### config.mk
export PLATFORM = sky130hd
export DESIGN_NAME = mag_threshold_counter
export DESIGN_NICKNAME = d
export VERILOG_FILES = /design/src/rtl/wec_pkg.sv /design/src/rtl/wec_capture.sv /design/src/rtl/wec_compare.sv /design/src/rtl/wec_counter.sv /design/src/rtl/mag_threshold_counter.sv
export SDC_FILE = /design/constraint.sdc
export NUM_CORES = 1
export LEC_CHECK = 0
export ABC_CLOCK_PERIOD_IN_PS = 2800
export BUFFER_PORTS_ARGS = -buffer_cell sky130_fd_sc_hd__buf_2
export CORE_ASPECT_RATIO = 1.4
export CORE_MARGIN = 2
export CORE_UTILIZATION = 30
export CTS_CLUSTER_SIZE = 24
export DETAILED_ROUTE_END_ITERATION = 6
export SYNTH_ARGS = -nofsm -noshare
export SYNTH_HDL_FRONTEND = slang
export SYNTH_SLANG_ARGS = --single-unit
### constraint.sdc
create_clock -name clk -period 2.8 [get_ports clk]
set_clock_uncertainty 0.1 [all_clocks]
set_input_delay 0.56 -clock clk [delete_from_list [all_inputs] [get_ports clk]]
set_output_delay 0.56 -clock clk [all_outputs]
set_load 0.05 [all_outputs]
### src/rtl/wec_pkg.sv
package wec_pkg;

    localparam int unsigned DEF_MAG_W  = 16;
    localparam int unsigned DEF_CNT_W  = 48;
    localparam int unsigned DEF_NUM_TH = 4;

    // Action a channel counter takes on an edge
    typedef enum logic [1:0] {
        OP_HOLD = 2'd0,
        OP_STEP = 2'd1,
        OP_WIPE = 2'd2
    } cnt_op_e;

    // Select the counter action; clear dominates any pending increment
    function automatic cnt_op_e pick_op(input logic wipe, input logic inc, input logic at_max);
        if (wipe)
            return OP_WIPE;
        else if (inc && !at_max)
            return OP_STEP;
        else
            return OP_HOLD;
    endfunction

endpackage

### src/rtl/wec_capture.sv
module wec_capture #(
    parameter int unsigned MAG_W  = 16,
    parameter int unsigned NUM_TH = 4
) (
    input  logic                    clk,
    input  logic                    rst,
    input  logic                    mag_valid,
    input  logic [MAG_W-1:0]        mag,
    input  logic [NUM_TH*MAG_W-1:0] thr_flat,
    output logic                    smp_vld,
    output logic [MAG_W-1:0]        smp_mag,
    output logic [NUM_TH*MAG_W-1:0] smp_thr
);

    localparam int unsigned THR_BITS = NUM_TH * MAG_W;

    typedef struct packed {
        logic                vld;
        logic [MAG_W-1:0]    mag;
        logic [THR_BITS-1:0] thr;
    } sample_t;

    sample_t stage_q;

    always_ff @(posedge clk) begin
        if (rst) begin
            stage_q <= '0;
        end else begin
            stage_q.vld <= mag_valid;
            if (mag_valid) begin
                stage_q.mag <= mag;
                stage_q.thr <= thr_flat;
            end
        end
    end

    assign smp_vld = stage_q.vld;
    assign smp_mag = stage_q.mag;
    assign smp_thr = stage_q.thr;

endmodule

### src/rtl/wec_compare.sv
module wec_compare #(
    parameter int unsigned MAG_W = 16
) (
    input  logic             clk,
    input  logic             rst,
    input  logic             vld,
    input  logic [MAG_W-1:0] mag,
    input  logic [MAG_W-1:0] thr,
    output logic             hit
);

    localparam int unsigned DIFF_W = MAG_W + 1;

    logic [DIFF_W-1:0] diff;

    // Extra bit keeps the sign correct over the full unsigned range
    always_comb begin
        diff = {1'b0, mag} - {1'b0, thr};
        hit  = vld & ~diff[DIFF_W-1];
    end

    // sign-bit decision agrees with an ordinary unsigned compare
    assert_sign_matches_R3: assert property (@(posedge clk) disable iff (rst)
        vld |-> (hit == (mag >= thr)));

endmodule

### src/rtl/wec_counter.sv
module wec_counter #(
    parameter int unsigned CNT_W = 48
) (
    input  logic             clk,
    input  logic             rst,
    input  logic             clear,
    input  logic             inc,
    output logic [CNT_W-1:0] count
);

    import wec_pkg::*;

    localparam logic [CNT_W-1:0] CNT_MAX = '1;
    localparam logic [CNT_W-1:0] CNT_ONE = CNT_W'(1);

    logic [CNT_W-1:0] cnt_q;
    cnt_op_e          op;

    always_comb op = pick_op(clear, inc, cnt_q == CNT_MAX);

    always_ff @(posedge clk) begin
        if (rst) begin
            cnt_q <= '0;
        end else begin
            unique case (op)
                OP_WIPE: cnt_q <= '0;
                OP_STEP: cnt_q <= cnt_q + CNT_ONE;
                default: cnt_q <= cnt_q;
            endcase
        end
    end

    assign count = cnt_q;

    // without clear the count moves by at most one per edge
    assert_single_step_R2: assert property (@(posedge clk) disable iff (rst)
        !clear |=> (cnt_q == $past(cnt_q) || cnt_q == $past(cnt_q) + CNT_ONE));

    // clear empties the counter on the next edge
    assert_clear_zero_R8: assert property (@(posedge clk) disable iff (rst)
        clear |=> (cnt_q == '0));

    // a full counter never wraps
    assert_no_overflow_R9: assert property (@(posedge clk) disable iff (rst)
        (cnt_q == CNT_MAX && !clear) |=> (cnt_q == CNT_MAX));

endmodule

### src/rtl/mag_threshold_counter.sv
module mag_threshold_counter #(
    parameter int unsigned MAG_W  = wec_pkg::DEF_MAG_W,
    parameter int unsigned CNT_W  = wec_pkg::DEF_CNT_W,
    parameter int unsigned NUM_TH = wec_pkg::DEF_NUM_TH
) (
    input  logic                    clk,
    input  logic                    rst,
    input  logic                    clear,
    input  logic                    mag_valid,
    input  logic [MAG_W-1:0]        mag,
    input  logic [NUM_TH*MAG_W-1:0] thr_flat,
    output logic [NUM_TH*CNT_W-1:0] raw_counts,
    output logic [NUM_TH*CNT_W-1:0] half_counts
);

    logic                    smp_vld;
    logic [MAG_W-1:0]        smp_mag;
    logic [NUM_TH*MAG_W-1:0] smp_thr;
    logic [NUM_TH-1:0]       hits;

    wec_capture #(
        .MAG_W (MAG_W),
        .NUM_TH(NUM_TH)
    ) u_capture (
        .clk      (clk),
        .rst      (rst),
        .mag_valid(mag_valid),
        .mag      (mag),
        .thr_flat (thr_flat),
        .smp_vld  (smp_vld),
        .smp_mag  (smp_mag),
        .smp_thr  (smp_thr)
    );

    for (genvar k = 0; k < NUM_TH; k++) begin : g_chan
        logic [CNT_W-1:0] cnt;

        wec_compare #(
            .MAG_W(MAG_W)
        ) u_cmp (
            .clk(clk),
            .rst(rst),
            .vld(smp_vld),
            .mag(smp_mag),
            .thr(smp_thr[k*MAG_W +: MAG_W]),
            .hit(hits[k])
        );

        wec_counter #(
            .CNT_W(CNT_W)
        ) u_cnt (
            .clk  (clk),
            .rst  (rst),
            .clear(clear),
            .inc  (hits[k]),
            .count(cnt)
        );

        assign raw_counts[k*CNT_W +: CNT_W]  = cnt;
        assign half_counts[k*CNT_W +: CNT_W] = {1'b0, cnt[CNT_W-1:1]};
    end

    // an idle capture stage never raises a hit
    assert_idle_no_hit_R4: assert property (@(posedge clk) disable iff (rst)
        !smp_vld |-> (hits == '0));

endmodule

==> impl_metrics.ini <==
[cells_and_area]
stdcell_count = 2808
postLayoutCellArea_um2 = 18800
final_nets = 2291
fillers = 5047
area_growth_syn_to_layout_pct = 26.5
regArea_um2 = 5500
multi_input_area_um2 = 7550
drive_above_1_share_pct = 33.7

[cts]
hold_buffers = 0
cts_made_buffers = 30
clk_pin_slew_ps = 60
clk_latency_ps = 570
clock_path_buffers = 3
cts_sinks = 273
cts_max_level = 1
cts_root_buf = clkbuf_16
tritoncts = done

[place]
dp_hpwl_um = 36700
place.port_buffers = 463
placed_cell_area_um2 = 17300
routabilityCongestion = 0.905
dp.cells = 2740

[grt]
antenna_found_initial = 3
top_usage_layer = met2
grt_max_degree = 101
overflow = 0
grt_use_met3_pct = 1.83
grt_use_total_pct = 17.5
grt_pass1_vias = 12700
grt_use_met2_pct = 33.2
grt_pass1_wl_um = 71000
grt_use_met1_pct = 20.0

[drt]
dr.pass1.iters = 4
dr_total_vias = 13600
drtIter0Drc = 597
drt-wirelength-per-cell_um = 17.1
drc_errors = 0
drt-total-wl_um = 48100
routed_via_density = 4.86
drtAntennaViolNets = 0

[sta]
clock.fmax_mhz = 368
rsz0062_at_grt = true
relSlewSlack_pct = 53.4
setup_viol = 0
final.period_utilization_pct = 96.9
tightest_slew_ps = 697
finalHoldViolations = 0
period_needed_ps = 2710
final-max-slew-violation-count = 0

[yosys]
synth_most_common_cell = dfxtp_1
synth_warnings = 0
ys_types = 59
synth_top_area_cell = dfxtp_1
synth_common_cells = dfxtp_1, nor2_1, buf_4, xnor2_1, nand2_1
synth.avg_cell_area_um2 = 8.41
synth_seq_cells = 273
yosysSeqAreaShare_pct = 36.9
synthCells = 1763
ys_async_sr_fraction_pct = 0
synth_edf_count = 0
synth_area_leaders = dfxtp_1, buf_4, nor2_1
synth_ff_type = dfxtp_1
synthesis.area_um2 = 14800
synth_top_area_share_pct = 36.9

[power_and_ir_drop]
ir_drop_v = 0.000457
p_leak_nw = 8.38
powerDensity_nw_per_um2 = 485

[die]
placementRows = 96
start_util_pct = 30.3
die_width_um = 192
core_um2 = 48900
pin_count = 468
die_h_um = 267
die_area_um2 = 51200

[run]
cap_violations = 0

[setup_path]
cp-end-kind = flip-flop
crit_required_ps = 3200
start_kind = flip-flop
crit_arrival_ps = 3110
path_max_fanout = 8
critical_path_class = reg -> reg

[hold_path]
hold_path_class = in -> reg

[outcome]
run_status = finished, final reports clean
state kept, by name (all words and copies together) (netlist names):
signal              count
u_capture.smp_vld       1
u_capture.smp_mag      16
u_capture.smp_thr      64
g_chan.u_cnt.count    192
power breakdown:
group / switching (mW) / leakage, nW / total, mW / internal [mW]
sequential: 0.0578 / 2.23 / 4.01 / 3.96
combinational: 0.445 / 5.62 / 0.778 / 0.333
clock: 1.71 / 0.532 / 4.30 / 2.59
routing by layer:
layer	share of wire (%)	wire length, µm
met3	4.9	2370
met4	3.1	1490
met1	39	18600
met5	0	0
met2	53	25600
logic make-up (layout without fill, tap and decap cells):
kind of cell | count (synthesis) | count (layout) | synth area share [%]
adders and majority gates | 64 | 64 | 5.40
other | 1 | 9 | 0.0253
xor gates and xnor gates | 149 | 149 | 8.81
buffers and inverters | 341 | 739 | 13.8
muxes | 84 | 84 | 5.67
AOI/OAI and AO/OA | 129 | 130 | 5.25
and+or+nand+nor | 722 | 723 | 24.2
DFF | 273 | 273 | 36.9
critical path: stages, from the launching register on:
cell and delay [ps]:
dfxtp_2 400, nand4_1 200, nor4_2 460, nand4_1 190, nand2b_1 240, nor3_4 360
nor4_2 90, buf_4 160, buf_4 150, a21o_1 170, a21oi_1 110
path summary, 6_finish.rpt:
| path | depth (start not counted) | endpoint | from | slack, ps |
|---|---|---|---|---|
| setup / recovery | 10 | g_chan[0].u_cnt.count[37]$_SDFFE_PP0P_ | g_chan[0].u_cnt.count[28]$_SDFFE_PP0P_ | 90 |
| setup reg to reg | 10 | g_chan[0].u_cnt.count[37]$_SDFFE_PP0P_ | g_chan[0].u_cnt.count[28]$_SDFFE_PP0P_ | 90 |
| hold reg to reg | 2 | u_capture.smp_thr[10]$_SDFFE_PP0P_ | u_capture.smp_thr[10]$_SDFFE_PP0P_ | 390 |
| hold / removal | 3 | u_capture.smp_thr[31]$_SDFFE_PP0P_ | thr_flat[31] | 130 |
placed cells by master, fill, tap and decap left out, drive strengths merged, types with 2 or more instances in the layout:
cell	instances
a21o	6
a21oi	56
a31o	2
a31oi	3
and2	8
and3	25
and4	18
buf	598
bufinv	5
clkbuf	39
clkinv	10
clkinvlp	2
conb	4
dfxtp	273
diode	5
ha	64
inv	85
mux2i	84
nand2	86
nand2b	5
nand3	75
nand4	74
nor2	272
nor2b	2
nor3	69
nor3b	2
nor4	40
nor4b	2
o211ai	4
o21a	4
o21ai	39
o31a	2
o31ai	3
or2	3
or3	37
or4	3
xnor2	104
xor2	45
metrics by stage:
stage	hold slack, ps	power [mW]	setup TNS [ps]	setup slack, ps	util (%)
5_1_grt	101	9.46	-334	-58.6	38.3
2_1_floorplan	352	4.56	0	13.2	-
3_3_place_gp	375	4.81	-249	-75.4	35.4
3_5_place_dp	385	4.83	-471	-95.2	35.4
4_1_cts	93.6	9.18	0	3.13	37.6
6_report	127	9.09	0	85.5	38.4
what timing repair did:
action / in CTS / in global routing
setup endpoints to repair: 21 / 91
pin swaps: 1 / 13
cloned: 0 / 5
buffers inserted: 0 / 3
resized for setup: 3 / 43
area by class of cell:
class,instances,area share (%)
diodes,5,0.0667
clock buffers,36,4.45
clock inverters,19,1.30
inverters,83,1.66
multi-input cells,1154,40.3
flip-flops and latches,273,29.3
well taps,637,4.25
repair buffers,601,18.7
No activity file was read; power rests on OpenSTA's default activity.
